### src/rtl/irqdec_pkg.sv
package irqdec_pkg;
  typedef enum logic [2:0] {
    ACC_NONE,
    ACC_PRIO,
    ACC_PEND,
    ACC_EN,
    ACC_THR,
    ACC_CLAIM
  } acc_kind_e;
endpackage

### src/rtl/irqdec_addr_map.sv
module irqdec_addr_map
  import irqdec_pkg::*;
#(
  parameter int          NSRC       = 40,
  parameter int          NCTX       = 2,
  parameter logic [31:0] PRIO_BASE  = 32'h0000_0000,
  parameter logic [31:0] PEND_BASE  = 32'h0000_1000,
  parameter logic [31:0] EN_BASE    = 32'h0000_2000,
  parameter logic [31:0] EN_STRIDE  = 32'h0000_0080,
  parameter logic [31:0] CTX_BASE   = 32'h0020_0000,
  parameter logic [31:0] CTX_STRIDE = 32'h0000_1000,
  localparam int IDW  = $clog2(NSRC + 1),
  localparam int NW   = (NSRC + 31) / 32,
  localparam int CTXW = (NCTX > 1) ? $clog2(NCTX) : 1,
  localparam int WW   = (NW > 1) ? $clog2(NW) : 1
) (
  input  logic [31:0]     addr,
  output acc_kind_e       kind,
  output logic [IDW-1:0]  src_id,
  output logic [CTXW-1:0] ctx,
  output logic [WW-1:0]   word
);
  localparam logic [31:0] PRIO_END = PRIO_BASE + 32'(NSRC * 4);
  localparam logic [31:0] PEND_END = PEND_BASE + 32'(NW * 4);
  localparam logic [31:0] EN_END   = EN_BASE + 32'(NCTX) * EN_STRIDE;
  localparam logic [31:0] CTX_END  = CTX_BASE + 32'(NCTX) * CTX_STRIDE;
  localparam int EN_SH  = $clog2(EN_STRIDE);
  localparam int CTX_SH = $clog2(CTX_STRIDE);

  logic [31:0] off;
  logic [31:0] inner;

  always_comb begin
    kind   = ACC_NONE;
    src_id = '0;
    ctx    = '0;
    word   = '0;
    off    = '0;
    inner  = '0;
    if (addr[1:0] == 2'b00) begin
      if (addr >= PRIO_BASE && addr < PRIO_END) begin
        off    = addr - PRIO_BASE;
        kind   = ACC_PRIO;
        src_id = IDW'((off >> 2) + 32'd1);
      end else if (addr >= PEND_BASE && addr < PEND_END) begin
        off  = addr - PEND_BASE;
        kind = ACC_PEND;
        word = WW'(off >> 2);
      end else if (addr >= EN_BASE && addr < EN_END) begin
        off   = addr - EN_BASE;
        inner = (off & (EN_STRIDE - 32'd1)) >> 2;
        ctx   = CTXW'(off >> EN_SH);
        if (inner < 32'(NW)) begin
          kind = ACC_EN;
          word = WW'(inner);
        end
      end else if (addr >= CTX_BASE && addr < CTX_END) begin
        off   = addr - CTX_BASE;
        inner = off & (CTX_STRIDE - 32'd1);
        ctx   = CTXW'(off >> CTX_SH);
        if (inner == 32'd0)      kind = ACC_THR;
        else if (inner == 32'd4) kind = ACC_CLAIM;
      end
    end
  end
endmodule

### src/rtl/irqdec_regs.sv
module irqdec_regs
  import irqdec_pkg::*;
#(
  parameter int NSRC     = 40,
  parameter int NCTX     = 2,
  parameter int PRIO_W   = 3,
  parameter int MAX_PRIO = 7,
  localparam int IDW  = $clog2(NSRC + 1),
  localparam int NW   = (NSRC + 31) / 32,
  localparam int CTXW = (NCTX > 1) ? $clog2(NCTX) : 1,
  localparam int WW   = (NW > 1) ? $clog2(NW) : 1
) (
  input  logic                   clk,
  input  logic                   rst_n,
  input  logic                   we,
  input  acc_kind_e              kind,
  input  logic [IDW-1:0]         src_id,
  input  logic [CTXW-1:0]        ctx,
  input  logic [WW-1:0]          word,
  input  logic [31:0]            wdata,
  output logic [NSRC*PRIO_W-1:0] prio_o,
  output logic [NCTX*NSRC-1:0]   en_o,
  output logic [NCTX*PRIO_W-1:0] thr_o
);
  logic [PRIO_W-1:0] prio_q [NSRC];
  logic [NSRC-1:0]   en_q   [NCTX];
  logic [PRIO_W-1:0] thr_q  [NCTX];

  always_ff @(posedge clk or negedge rst_n) begin
    if (!rst_n) begin
      for (int i = 0; i < NSRC; i++) prio_q[i] <= '0;
      for (int c = 0; c < NCTX; c++) begin
        en_q[c]  <= '0;
        thr_q[c] <= '0;
      end
    end else if (we) begin
      case (kind)
        ACC_PRIO: prio_q[int'(src_id) - 1] <= wdata[PRIO_W-1:0];
        ACC_EN: begin
          for (int b = 0; b < 32; b++) begin
            if (32 * int'(word) + b >= 1 && 32 * int'(word) + b <= NSRC)
              en_q[int'(ctx)][32 * int'(word) + b - 1] <= wdata[b];
          end
        end
        ACC_THR: if (wdata <= 32'(MAX_PRIO)) thr_q[int'(ctx)] <= PRIO_W'(wdata);
        default: ;
      endcase
    end
  end

  for (genvar i = 0; i < NSRC; i++) begin : g_prio
    assign prio_o[i*PRIO_W +: PRIO_W] = prio_q[i];
  end
  for (genvar c = 0; c < NCTX; c++) begin : g_ctx
    assign en_o[c*NSRC +: NSRC]      = en_q[c];
    assign thr_o[c*PRIO_W +: PRIO_W] = thr_q[c];
    p_thr_bounded_r6: assert property (@(posedge clk) disable iff (!rst_n)
      int'(thr_o[c*PRIO_W +: PRIO_W]) <= MAX_PRIO);
  end

  p_prio_hold_r3: assert property (@(posedge clk) disable iff (!rst_n)
    !(we && kind == ACC_PRIO) |=> $stable(prio_o));
  p_en_hold_r5: assert property (@(posedge clk) disable iff (!rst_n)
    !(we && kind == ACC_EN) |=> $stable(en_o));
endmodule

### src/rtl/intc_reg_decoder.sv
module intc_reg_decoder
  import irqdec_pkg::*;
#(
  parameter int          NSRC       = 40,
  parameter int          NCTX       = 2,
  parameter int          PRIO_W     = 3,
  parameter int          MAX_PRIO   = 7,
  parameter logic [31:0] PRIO_BASE  = 32'h0000_0000,
  parameter logic [31:0] PEND_BASE  = 32'h0000_1000,
  parameter logic [31:0] EN_BASE    = 32'h0000_2000,
  parameter logic [31:0] EN_STRIDE  = 32'h0000_0080,
  parameter logic [31:0] CTX_BASE   = 32'h0020_0000,
  parameter logic [31:0] CTX_STRIDE = 32'h0000_1000,
  localparam int IDW  = $clog2(NSRC + 1),
  localparam int NW   = (NSRC + 31) / 32,
  localparam int CTXW = (NCTX > 1) ? $clog2(NCTX) : 1,
  localparam int WW   = (NW > 1) ? $clog2(NW) : 1
) (
  input  logic                   clk,
  input  logic                   rst_n,
  input  logic                   req_valid,
  input  logic                   req_write,
  input  logic [31:0]            req_addr,
  input  logic [31:0]            req_wdata,
  output logic                   rsp_valid,
  output logic [31:0]            rsp_rdata,
  output logic                   rsp_err,
  input  logic [NSRC-1:0]        pend_i,
  input  logic [NCTX*IDW-1:0]    claim_id_i,
  output logic [NSRC*PRIO_W-1:0] prio_o,
  output logic [NCTX*NSRC-1:0]   en_o,
  output logic [NCTX*PRIO_W-1:0] thr_o,
  output logic                   claim_o,
  output logic                   complete_o,
  output logic [CTXW-1:0]        evt_ctx_o,
  output logic [IDW-1:0]         complete_id_o
);
  acc_kind_e       kind;
  logic [IDW-1:0]  src_id;
  logic [CTXW-1:0] ctx;
  logic [WW-1:0]   word;

  // Gather the 32 bits of word w from a per-source vector (bit s-1 = source s).
  function automatic logic [31:0] word_of(input logic [NSRC-1:0] v, input logic [WW-1:0] w);
    logic [31:0] r;
    r = '0;
    for (int b = 0; b < 32; b++) begin
      if (32 * int'(w) + b >= 1 && 32 * int'(w) + b <= NSRC)
        r[b] = v[32 * int'(w) + b - 1];
    end
    return r;
  endfunction

  function automatic logic id_in_range(input logic [31:0] v);
    return v >= 32'd1 && v <= 32'(NSRC);
  endfunction

  irqdec_addr_map #(
    .NSRC(NSRC), .NCTX(NCTX), .PRIO_BASE(PRIO_BASE), .PEND_BASE(PEND_BASE),
    .EN_BASE(EN_BASE), .EN_STRIDE(EN_STRIDE), .CTX_BASE(CTX_BASE), .CTX_STRIDE(CTX_STRIDE)
  ) i_map (
    .addr(req_addr), .kind(kind), .src_id(src_id), .ctx(ctx), .word(word)
  );

  // Named access events, shared by the datapath and the assertions.
  logic acc_rd, acc_wr, acc_bad, store_we, claim_ev, cmpl_ev;
  assign acc_rd   = req_valid && !req_write;
  assign acc_wr   = req_valid && req_write;
  assign acc_bad  = (kind == ACC_NONE) || (acc_wr && kind == ACC_PEND) ||
                    (acc_wr && kind == ACC_CLAIM && !id_in_range(req_wdata));
  assign store_we = acc_wr && !acc_bad;
  assign claim_ev = acc_rd && kind == ACC_CLAIM;
  assign cmpl_ev  = acc_wr && kind == ACC_CLAIM && id_in_range(req_wdata);

  irqdec_regs #(
    .NSRC(NSRC), .NCTX(NCTX), .PRIO_W(PRIO_W), .MAX_PRIO(MAX_PRIO)
  ) i_regs (
    .clk(clk), .rst_n(rst_n), .we(store_we), .kind(kind), .src_id(src_id),
    .ctx(ctx), .word(word), .wdata(req_wdata),
    .prio_o(prio_o), .en_o(en_o), .thr_o(thr_o)
  );

  logic [31:0] rd_mux;
  always_comb begin
    rd_mux = '0;
    case (kind)
      ACC_PRIO:  rd_mux = 32'(prio_o[(int'(src_id) - 1) * PRIO_W +: PRIO_W]);
      ACC_PEND:  rd_mux = word_of(pend_i, word);
      ACC_EN:    rd_mux = word_of(en_o[int'(ctx) * NSRC +: NSRC], word);
      ACC_THR:   rd_mux = 32'(thr_o[int'(ctx) * PRIO_W +: PRIO_W]);
      ACC_CLAIM: rd_mux = 32'(claim_id_i[int'(ctx) * IDW +: IDW]);
      default:   rd_mux = '0;
    endcase
  end

  always_ff @(posedge clk or negedge rst_n) begin
    if (!rst_n) begin
      rsp_valid     <= 1'b0;
      rsp_rdata     <= '0;
      rsp_err       <= 1'b0;
      claim_o       <= 1'b0;
      complete_o    <= 1'b0;
      evt_ctx_o     <= '0;
      complete_id_o <= '0;
    end else begin
      rsp_valid  <= req_valid;
      rsp_rdata  <= (acc_rd && !acc_bad) ? rd_mux : 32'd0;
      rsp_err    <= req_valid && acc_bad;
      claim_o    <= claim_ev;
      complete_o <= cmpl_ev;
      if (claim_ev || cmpl_ev) evt_ctx_o <= ctx;
      if (cmpl_ev) complete_id_o <= IDW'(req_wdata);
    end
  end

  p_rsp_follows_r1: assert property (@(posedge clk) disable iff (!rst_n)
    req_valid |=> rsp_valid);
  p_no_spurious_rsp_r1: assert property (@(posedge clk) disable iff (!rst_n)
    !req_valid |=> !rsp_valid);
  p_misalign_r2: assert property (@(posedge clk) disable iff (!rst_n)
    (req_valid && req_addr[1:0] != 2'b00) |=> (rsp_err && rsp_rdata == 32'd0));
  p_claim_with_rsp_r7: assert property (@(posedge clk) disable iff (!rst_n)
    claim_o |-> (rsp_valid && !rsp_err));
  p_strobes_apart_r8: assert property (@(posedge clk) disable iff (!rst_n)
    !(claim_o && complete_o));
  p_cmpl_id_r8: assert property (@(posedge clk) disable iff (!rst_n)
    complete_o |-> (int'(complete_id_o) >= 1 && int'(complete_id_o) <= NSRC && rsp_rdata == 32'd0));
  p_err_quiet_r9: assert property (@(posedge clk) disable iff (!rst_n)
    rsp_err |-> (rsp_valid && rsp_rdata == 32'd0 && !claim_o && !complete_o));
endmodule

### config.mk
export PLATFORM = sky130hd
export DESIGN_NAME = intc_reg_decoder
export DESIGN_NICKNAME = d
export VERILOG_FILES = /design/src/rtl/irqdec_pkg.sv /design/src/rtl/irqdec_addr_map.sv /design/src/rtl/irqdec_regs.sv /design/src/rtl/intc_reg_decoder.sv
export SDC_FILE = /design/constraint.sdc
export NUM_CORES = 1
export LEC_CHECK = 0
export ABC_AREA = 1
export ABC_CLOCK_PERIOD_IN_PS = 2100
export BUFFER_PORTS_ARGS = -buffer_cell sky130_fd_sc_hd__buf_2
export CAP_MARGIN = 15
export CELL_PAD_IN_SITES_DETAIL_PLACEMENT = 1
export CELL_PAD_IN_SITES_GLOBAL_PLACEMENT = 1
export CORE_UTILIZATION = 35
export DETAILED_ROUTE_END_ITERATION = 10
export PLACE_DENSITY_LB_ADDON = 0.1
export REMOVE_ABC_BUFFERS = 1
export SYNTH_ARGS = -nofsm -noshare
export SYNTH_HDL_FRONTEND = slang
export SYNTH_HIERARCHICAL = 1
export SYNTH_SLANG_ARGS = --single-unit
### constraint.sdc
create_clock -name clk -period 2.1 [get_ports clk]
set_input_delay 0.21 -clock clk [delete_from_list [all_inputs] [get_ports clk]]
set_output_delay 0.21 -clock clk [all_outputs]
set_load 0.05 [all_outputs]
; Word level (Yosys, flattened, before mapping)
; Index checks and enable logic that the tools add are counted.
[op_classes]
n_shift = 4
n_bitwise = 2
n_mul = 4
muxes = 538
n_lt_le_gt_ge = 144
add_sub_neg = 68
n_eq_ne = 6
reduce_logical = 93
[ops]
columns = cell, n
row1 = 80-bit 2-to-1 mux, 94
row2 = 80-bit bitwise mux, 32
row3 = 40-bit demux with 1-bit select, 32
row4 = 40-bit 2-to-1 mux, 32
row5 = 32-bit by 1-bit >= comparator with 1-bit output (second input constant), 29
row6 = 32-bit by 8-bit < comparator with 1-bit output (second input constant), 28
row7 = 32-bit by 2-bit >= comparator with 1-bit output (second input constant), 27
row8 = 32-bit by 7-bit less-or-equal comparator with 1-bit output (second input constant), 27
row9 = 32-bit by 2-bit subtractor with 32-bit output (second input constant), 26
row10 = 1-bit binary-select mux with 6-bit select, 64
row11 = 1-bit 2-to-1 mux, 234
row12 = 1-bit demux with 6-bit select, 32
row13 = 32-bit one-hot mux with 5 select lines, 1
row14 = 120-bit bitwise mux, 1
row15 = 120-bit by 32-bit indexed part select with 3-bit output, 1
row16 = 6-bit by 5-bit adder with 7-bit output (second input constant), 16
row17 = 1-bit logical AND, 81
row18 = 80-bit by 8-bit indexed part select with 40-bit output, 1
row19 = 32-bit by 1-bit < comparator with 1-bit output (second input constant), 2
row20 = 6-bit by 4-bit adder with 7-bit output (second input constant), 8
row21 = 7-bit by 1-bit >= comparator with 1-bit output (second input constant), 6
row22 = 7-bit by 1-bit subtractor with 8-bit output (second input constant), 5
row23 = 32-bit by 13-bit >= comparator with 1-bit output (second input constant), 1
row24 = 32-bit by 14-bit >= comparator with 1-bit output (second input constant), 1
row25 = 47 further kinds, 78
[word_totals]
word_cells = 910
in_bits = 120
out_inout_bits = 249
regBits = 249

; Longest topological paths before layout
; Gate-level depths: netlist (run 1).
[depth]
word_depth = 140
depth_mapped = 38
ltp_nobuf = 33

; By module
; Netlist (run 1), hierarchy kept.
[modules_own_cells]
columns = mod, seq_area_each_um2, instances, cells_per_inst, area_each_um2
row1 = irqdec_regs, 5154.9, 1, 985, 8505.7
row2 = intc_reg_decoder, 1076.0, 1, 1329, 6970.4
row3 = irqdec_addr_map, 0.0, 1, 105, 520.5

; Worst setup path after synthesis (run 1)
; OpenSTA, ideal clock, no wires.
[synth_timing]
path_kind = input -> register
startpoint = in req_addr[20]
endpoint = reg rsp_rdata[1]
required_time_ns = 2.022
setup_ns = 0.078
arrival_ns = 4.409
setup_slack_ns = -2.387
path_stages = 38
path_buffers = 5
cell_sequence = nor2_1 -> nand2_2 -> nor2_4 -> nand2_2 -> nor2_4 -> nand3_4 -> nor2_1 -> buf_2 -> inv_1 -> buf_2 -> buf_1 -> ha_1 -> xor2_1 -> ha_1 -> ha_1 -> inv_1 -> fa_1 -> inv_1 -> [2 not listed] -> nand3_2 -> nand3_4 -> nand2_4 -> inv_2 -> buf_6 -> buf_6 -> nand2_1 -> nand2_1 -> inv_1 -> nor2_1 -> nand2_1 -> nand3_1 -> nand3_1 -> a21oi_1 -> nand2_1 -> nand3_1 -> nand2_1 -> a21oi_1
[synth_via]
elab_cells_between_ends = 65
cone_classes = add/sub: 3 / mul: 4 / order compare: 10 / eq/ne: 5 / shift: 4 / mux: 26 / reduce/logical: 13
[synth_lines]
columns = item, line_no
row1 = start: declaration, intc_reg_decoder.sv:23  ; input logic [31:0] req_addr,
row2 = 32-bit by 1-bit >= comparator with 1-bit output or 32-bit by 8-bit < comparator with 1-bit output (tied branches), irqdec_addr_map.sv:41  ; if (addr >= PRIO_BASE && addr < PRIO_END) begin
row3 = 1-bit logical AND (*), irqdec_addr_map.sv:41
row4 = 6-bit 2-to-1 mux (*), irqdec_addr_map.sv:41
row5 = 6-bit 2-to-1 mux (*), irqdec_addr_map.sv:40  ; if (addr[1:0] == 2'b00) begin
row6 = via src_id[0], intc_reg_decoder.sv:39  ; logic [IDW-1:0] src_id;
row7 = 6-bit by 1-bit subtractor with 7-bit output (*), intc_reg_decoder.sv:87  ; ACC_PRIO: rd_mux = 32'(prio_o[(int'(src_id) - 1) * PRIO_W +: PRIO_W]);
row8 = 32-bit by 3-bit multiplier with 32-bit output (*), intc_reg_decoder.sv:87
row9 = 120-bit by 32-bit indexed part select with 3-bit output (*), intc_reg_decoder.sv:87
row10 = 32-bit one-hot mux with 5 select lines (*), intc_reg_decoder.sv:86  ; case (kind)
row11 = 32-bit 2-to-1 mux (*), intc_reg_decoder.sv:107  ; rsp_rdata <= (acc_rd && !acc_bad) ? rd_mux : 32'd0;
row12 = end signal: assignment, intc_reg_decoder.sv:107
row13 = end: declaration, intc_reg_decoder.sv:26  ; output logic [31:0] rsp_rdata,
; Mark *: on every way through the listed nets, which the timed path passes. The rest lies on a longest branch. The select of a mux whose other input is x is not followed.
; A chain may end at the register's enable or synchronous reset.

; Final worst setup path (run 1)
[layout_timing]
startpoint = in req_addr[14]
endpoint = reg rsp_rdata[2]
; The elaborated chain is that of the path after synthesis.

==> metrics.md, run 1 <==
| Metric | Value |
|---|---|
| Setup slack, reg-to-reg | ~0.3 ns |
| Layout Utilization | 0.573 |
| Avg Cell Area, Syn | ~6.6 um2 |
| Peak supply drop | around 640 uV |
| Rel. slew slack | 0.353 |
| Slack of the critical path | -1.72 ns |
| Layout cells sized above 1 | 0.395 |
| Clock Tree Buf Depth | 3 |
| Syn Inst Count | ~2,400 |
| Final cycle utilization of the critical path | 1.82 |
| Crit-path slowest cell | fa_2 |
| DRT iter0 DRCs | between 1,500 and 2,000 |
| RSZ-0062 raised after global routing | yes |
| Clk_lat worst skew | ~0.62 ns |
| Reg2reg end | rsp_rdata[2] |
| Failing checks | hold timing, setup timing |
| Sequential share of the synthesized area | 0.390 |
| Slew Limit Fails | 0 |
| Ranking of synthesized cells by area | dfrtp_1 39%, nand2_1 21%, nand3_1 9.6% |
| Worst clock skew | 0.0197 ns |
| LEAKAGE | 12.7 nW |
| Root Buffer | clkbuf_16 |
| Outcome | complete, but fails checks |
| Worst Hold Launch | req_wdata[30] |
| Vias | 20,844 |
| Crit path max fanout | 7 |
| Layout fillers | ~5,600 |
| Antenna violations before repair | 10 |
| Final setup viols | approximately 250 |
| Biggest area consumer among synthesized cells | dfrtp_1 |
| Crit path launch type | input port |
| Cell variety after synth | between 40 and 50 |
| Post-synth EDFFs | 0 |
| Routed vias/inst | roughly 5.6 |
| Worst EP required | between 2 and 3 ns |
| Hold slack | -0.00376 ns |
| Ys flop type | dfrtp_1 |
| #FFs+latches synth | about 250 |
| R2R cell count | 13 |
| CTS Sinks | 249 |
| DRT Pass-1 Iters | 6 |
| Power Dens Cells | around 440 nW/um2 |
| CTS tree | built |
| WHS Endpoint | i_regs/en_o[29] |
| Critical R2R Launch | i_regs/prio_o[117] |
| Worst-Margin Slew | between 0.9 and 1 ns |
| Hold path cells | 4 |
| Post-synth ARST share | 1.00 |
| Total I/O pin count | between 300 and 400 |
| Synth warnings | 6 |
| Area share of the leading cell type in the synthesized netlist | 0.390 |
| Site row count | 77 |
| Final HPWL DP | approximately 59,000 um |
| Fin cells | about 3,700 |
| Pwr Total | ~11 mW |
| First-pass GRT wire length | 125,000 um |
| Worst hold-check path type | input port to register |
| Final wirelength | 89,400 um |
| Crit path DAT | 4.36 ns |
| CTS H-Tree Depth | 1 |
| Die height | approximately 220 um |
| Area grow syn2layout | 59.7% |
| Vias in the first global route | between 20,000 and 25,000 |
| Routed WL per cell | around 24 um |
| Die area | around 47,000 um2 |
| Largest net degree at the start of global routing | 73 |
| Residual DRC count | 0 |
| Highest cell delay on the worst timing path | roughly 0.35 ns |
| CTS Buf Count | 31 |
| Max_cap viols | 0 |
| Max Clk Rate | 262 MHz |
| WS Path Type | input port to register |
| Chip width | around 220 um |
| Cell with the most instances after synthesis | nand2_1 |
| PortBufs | 368 |
| CP endpoint kind | register |
| Fin. Hold Viols | 1 |
| Min Tclk post-route | approximately 3.8 ns |
| Total grt overflow | 0 |
| Routability cong. | about 0.94 |
| CP dominant cell by count | nand2_1 |
| Synthesized area | around 16,000 um2 |
| Routed Antenna Nets | 0 |
| Most frequent cells after synthesis | 881 x nand2_1, 307 x nand3_1, 256 x nor2_1 |
| Starting Density | 0.359 |
| Core area | 44,600 um2 |
| Placed Cells | 3,540 |
| Net count, final | around 3,200 |
| GRT Overall Usage | 0.348 |
| Clk slew on worst S/H paths | 0.06 ns |
## per-layer routing
metal  share of wire  global-route usage  vias up  wire [um]
met1            0.38               0.411    10338      33500
met5         0.00092                   0        -         82
met4           0.056               0.135       12       5000
met3           0.075              0.0789      306       6730
li1                -                   -     9279          -
met2            0.49               0.610      909      44000
## how the worst max path moves through the flow
stage	slack (ns)	endpoint	cells past startpoint	from
global route	-1.93	rsp_rdata[2]	34	req_addr[14]
global placement	-2.35	rsp_rdata[0]	31	req_addr[28]
CTS	-1.58	rsp_rdata[0]	35	req_addr[11]
detailed placement	-2.52	rsp_rdata[0]	31	req_addr[20]
finish	-1.72	rsp_rdata[2]	34	req_addr[14]
floorplan	-6.58	rsp_rdata[2]	32	req_addr[20]
## power breakdown
part | total, mW | internal, mW | switching (mW)
clock network | 5.63 | 3.27 | 2.36
registers | 4.80 | 4.80 | 0.00169
logic | 0.686 | 0.279 | 0.407
## cell usage in the layout, fill, tap and decap left out, drive strengths merged, types with 3 or more instances in the layout
master | Yosys | layout
dfrtp | 249 | 249
nor4 | 4 | 4
diode | 0 | 5
bufinv | 0 | 3
clkbuf | 76 | 58
o21ai | 185 | 185
buf | 66 | 733
o211ai | 26 | 26
inv | 141 | 143
nor3 | 16 | 16
nand2 | 889 | 889
nor2 | 274 | 274
clkinvlp | 0 | 4
xor2 | 5 | 5
xnor2 | 3 | 3
mux2 | 4 | 4
a21oi | 55 | 55
or2 | 6 | 6
dlygate4sd3 | 0 | 36
nand4 | 69 | 69
clkinv | 5 | 8
nand3 | 313 | 313
ha | 15 | 15
## area by class of cell
| type | instances | area, um2 | area share |
|---|---|---|---|
| antenna | 5 | 12.5 | 0.000490 |
| clock buffer | 46 | 882 | 0.0345 |
| clock inverter | 12 | 158 | 0.00617 |
| inverter | 146 | 584 | 0.0229 |
| multi-input combinational | 1882 | 10600 | 0.416 |
| sequential | 249 | 6230 | 0.244 |
| tap | 592 | 741 | 0.0290 |
| timing repair buffer | 783 | 6310 | 0.247 |
## sequential cells by signal, summed over array words and instances (netlist names)
signal and flops:
i_regs/prio_o 120, i_regs/en_o 80, rsp_rdata 32, complete_id_o 6, i_regs/thr_o 6, claim_o 1
complete_o 1, evt_ctx_o 1, rsp_err 1, rsp_valid 1
## worst max-delay path: cells and delay by family
| family | cells | cell delay [ns] |
|---|---|---|
| adders and majority gates | 4 | 0.98 |
| AOI/OAI and AO/OA | 2 | 0.26 |
| xor gates and xnor gates | 1 | 0.18 |
| and+or+nand+nor | 21 | 2.06 |
| buffers and inverters | 6 | 0.64 |
## metrics by stage
step	setup WS (ns)	TNS, ns	instance area, um2
2_1_floorplan	-6.58	-585.99	15300
3_3_place_gp	-2.35	-260.17	20500
3_5_place_dp	-2.52	-281.83	20500
4_1_cts	-1.58	-75.79	23200
5_1_grt	-1.93	-275.62	25500
6_report	-1.72	-239.76	25600
## cells by family (layout without fill, tap and decap cells)
family / after synthesis / in the layout / synth area share
AND/OR/NAND/NOR: 1577 / 1577 / 0.421
buffers and inverters: 288 / 987 / 0.0767
AO/OA/AOI/OAI: 277 / 277 / 0.0925
flip-flops: 249 / 249 / 0.390
adder cells (fa/ha/maj): 16 / 16 / 0.0130
XOR/XNOR: 8 / 8 / 0.00438
multiplexers: 4 / 4 / 0.00282
other: 0 / 5 / 0
## what timing repair did
action | 4_1_cts | 5_1_grt
endpoints found under the setup margin | 242 | 246
hold buffers | 36 | 0
cloned | 7 | 20
gates resized for setup | 195 | 546
pin swaps | 33 | 174
buffers inserted | 35 | 42
hold endpoints to repair | 184 | 0
Power figures use the tool's default switching activity.
==> inputs of run 2 (changes only) <==
Settings changed: SYNTH_HIERARCHICAL 1 to unset.
==> metrics.md, run 2 <==
| Metric | Value |
|---|---|
| Max_cap viols | 0 (unchanged) |
| Chip width | 208 um (-3.4%) |
| Highest cell delay on the worst timing path | 0.40 ns (+0.05 ns) |
| Simple-gate area share of the yosys netlist | 0.336 (-0.0854) |
| Setup slack, reg-to-reg | 0.28 ns (-0.02 ns) |
| Synthesized area | 14,900 um2 (-6.8%) |
| Most frequent cells in the layout | 524 x nand2_1, 352 x buf_2, 275 x buf_4, 255 x nand3_1, 249 x dfrtp_1 |
| Rel. slew slack | 0.490 (+0.138) |
| Residual DRC count | 0 (unchanged) |
| Largest net degree at the start of global routing | 61 (-16%) |
| Hold path cells | 4 (unchanged) |
| Biggest area consumer among synthesized cells | dfrtp_1 |
| Ranking of synthesized cells by area | dfrtp_1 42%, nand2_1 15%, nand3_1 9.1% |
| Clk slew on worst S/H paths | 0.06 ns (about the same) |
| Power Dens Cells | 473 nW/um2 (+8.6%) |
| Starting Density | 0.355 (-0.00327) |
| Core area | 41,900 um2 (-6.0%) |
| WHS Endpoint | i_regs.en_o[63] |
| Pwr Total | 10.9 mW (-2.3%) |
| Slew Limit Fails | 0 (unchanged) |
| Largest family of logic cells by synthesized area | simple AND/OR/NAND/NOR gates |
| Most common cell after layout, fill and taps aside | nand2_1 |
| CTS tree | built |
| Net count, final | 2,892 (-10%) |
| Die height | 208 um (-3.4%) |
| Area share of the leading cell type in the synthesized netlist | 0.418 (+0.0285) |
| Post-synthesis xor/xnor area fraction | 0.00353 (-0.000855) |
| Layout fillers | 5,169 (-7.5%) |
| Most frequent cells after synthesis | 614 x nand2_1, 272 x nand3_1, 249 x dfrtp_1 |
| R2R cell count | 16 (+3) |
| Routed Antenna Nets | 0 (unchanged) |
| Avg Cell Area, Syn | 7.19 um2 (+8.7%) |
| Failing checks | hold timing, setup timing |
| Final setup viols | 238 (-4.0%) |
| LEAKAGE | 11.5 nW (-9.1%) |
| TNS Setup | -64.05 ns (+175.71 ns) |
| WS Path Type | input port to register |
| Max reg flops | 120 (unchanged) |
| Routability cong. | 0.897 (-4.1%) |
| Area grow syn2layout | 54.1% |
| Syn Inst Count | 2,074 (-14%) |
| Total grt overflow | 0 (unchanged) |
| Layout Utilization | 0.548 (-0.0251) |
| Crit path launch type | input port |
| Critical R2R Launch | i_regs.prio_o[44] |
| Final wirelength | 76,500 um (-14%) |
| Final HPWL DP | 51,000 um (-13%) |
| DRT iter0 DRCs | 1,098 (-30%) |
| CP dominant cell by count | nand2_1 |
| CTS H-Tree Depth | 1 (unchanged) |
| Die area | 43,400 um2 (-6.8%) |
| CTS Buf Count | 29 (-6.5%) |
| Design area | 23,000 um2 (-10%) |
| Layout cells sized above 1 | 0.373 (-0.0221) |
| Antenna violations before repair | 7 (-3) |
| Worst Hold Launch | req_wdata[24] |
| Crit path max fanout | 7 (unchanged) |
| Hold slack | -0.0131 ns (-0.00938 ns) |
| First-pass GRT wire length | 110,000 um (-12%) |
| PortBufs | 368 (unchanged) |
| Cell variety after synth | 48 (+9.1%) |
| Min Tclk post-route | 4.27 ns (+0.449 ns) |
| Outcome | complete, but fails checks |
| Root Buffer | clkbuf_16 |
| Worst hold-check path type | input port to register |
| Worst EP required | 2.62 ns (-0.02 ns) |
| DRT Pass-1 Iters | 5 (-1) |
| CTS Sinks | 249 (unchanged) |
| Synth warnings | 0 (-6) |
| Mux cell area share after synthesis | 0.00336 (+0.000542) |
| Cell with the most instances after synthesis | nand2_1 |
| Crit-path slowest cell | fa_2 |
| Worst-Margin Slew | 0.765 ns (-0.206 ns) |
| Max Clk Rate | 234 MHz (-11%) |
| Post-synth ARST share | 1.00 (unchanged) |
| Post-Synth Adder-Cell Area | 0.0190 (+0.00599) |
| Peak supply drop | 601 uV (-6.4%) |
| Clock Tree Buf Depth | 3 (unchanged) |
| Vias | 18,388 (-12%) |
| Worst clock skew | 0.0339 ns (+0.0142 ns) |
| Routed vias/inst | 5.55 (-1.1%) |
| Clk_lat worst skew | 0.60 ns (-0.02 ns) |
| Total I/O pin count | 369 (unchanged) |
| Routed WL per cell | 23.1 um (-4.1%) |
| Post-synth EDFFs | 0 (unchanged) |
| Ys flop type | dfrtp_1 |
| Sequential share of the synthesized area | 0.418 (+0.0285) |
| Fin. Hold Viols | 2 (+1) |
| Vias in the first global route | 18,824 (-11%) |
| Crit path DAT | 4.79 ns (+0.43 ns) |
| CP endpoint kind | register |
| Compound-Gate Fraction of Synth Area | 0.147 (+0.0542) |
| RSZ-0062 raised after global routing | yes |
| Final cycle utilization of the critical path | 2.03 (+0.214) |
| Slack of the critical path | -2.17 ns (-0.449 ns) |
| Site row count | 75 (-2.6%) |
| #FFs+latches synth | 249 (unchanged) |
| DP Area | 19,300 um2 (-6.2%) |
| Reg2reg end | rsp_rdata[2] |
| GRT Overall Usage | 0.326 (-0.0218) |
-- run 2: cell type report --
| class | count | area, um2 | share of cell area |
|---|---|---|---|
| Clock inverter | 12 | 160 | 0.00697 |
| Tap cell | 539 | 674 | 0.0294 |
| Antenna cell | 4 | 10.0 | 0.000436 |
| Clock buffer | 41 | 841 | 0.0366 |
| Inverter | 147 | 572 | 0.0249 |
| Sequential cell | 249 | 6230 | 0.271 |
| Timing Repair Buffer | 754 | 5670 | 0.247 |
| Multi-Input combinational cell | 1569 | 8820 | 0.384 |
-- run 2: routing by layer --
metal | vias to the layer above | wire length (um) | global-route usage | share of wire
li1 | 8337 | - | - | -
met1 | 9181 | 29900 | 0.387 | 0.39
met2 | 651 | 37600 | 0.569 | 0.49
met3 | 217 | 5100 | 0.0694 | 0.067
met4 | 2 | 3830 | 0.139 | 0.050
met5 | - | 8 | 0 | 0.00010
-- run 2: kinds of logic (layout without fill, tap and decap cells) --
family | after synthesis | count (layout)
buffers and inverters | 260 | 954
multiplexers | 5 | 5
flip-flops | 249 | 249
AO/OA/AOI/OAI | 393 | 393
AND/OR/NAND/NOR | 1139 | 1143
other | 0 | 4
XOR/XNOR | 6 | 6
adder cells (fa/ha/maj) | 22 | 22
-- run 2: worst max-delay path by stage --
stage | startpoint | end | depth (start not counted)
after floorplan | req_addr[14] | rsp_rdata[2] | 36
after global placement | req_addr[14] | rsp_rdata[0] | 33
after detailed placement | req_addr[14] | rsp_rdata[2] | 37
after CTS | req_addr[30] | rsp_rdata[2] | 40
after global routing | req_addr[24] | rsp_rdata[2] | 40
final | req_addr[22] | rsp_rdata[2] | 40
-- run 2: worst max-delay path: cells and delay by family --
family | cells | cell delay [ns]
AO/OA/AOI/OAI | 3 | 0.49
buffers and inverters | 8 | 0.81
adder cells (fa/ha/maj) | 4 | 0.91
AND/OR/NAND/NOR | 25 | 2.33
-- run 2: what timing repair did --
action | CTS | global route
gates cloned | 4 | 12
pin swaps | 38 | 88
endpoints found under the hold margin | 142 | 0
endpoints found under the setup margin | 238 | 239
gates resized for setup | 165 | 228
buffers inserted | 30 | 35
hold buffers | 45 | 0
-- run 2: stage by stage --
| step | worst slack, ns | instances | hold WS [ns] |
|---|---|---|---|
| 6_report | -2.17 | 3315 | -0.0131 |
| 4_1_cts | -1.96 | 3272 | 0.000552 |
| 3_5_place_dp | -3.11 | 3140 | 0.214 |
| 2_1_floorplan | -5.46 | 1961 | -0.0856 |
| 3_3_place_gp | -2.87 | 3140 | 0.198 |
| 5_1_grt | -2.42 | 3313 | 0.00824 |
-- run 2: power by group --
| part | internal (mW) | switching (mW) | leakage (nW) |
|---|---|---|---|
| sequential | 4.80 | 0.000480 | 3.48 |
| clock | 3.16 | 2.20 | 0.494 |
| combinational | 0.315 | 0.390 | 7.55 |
| total | 8.27 | 2.59 | 11.5 |
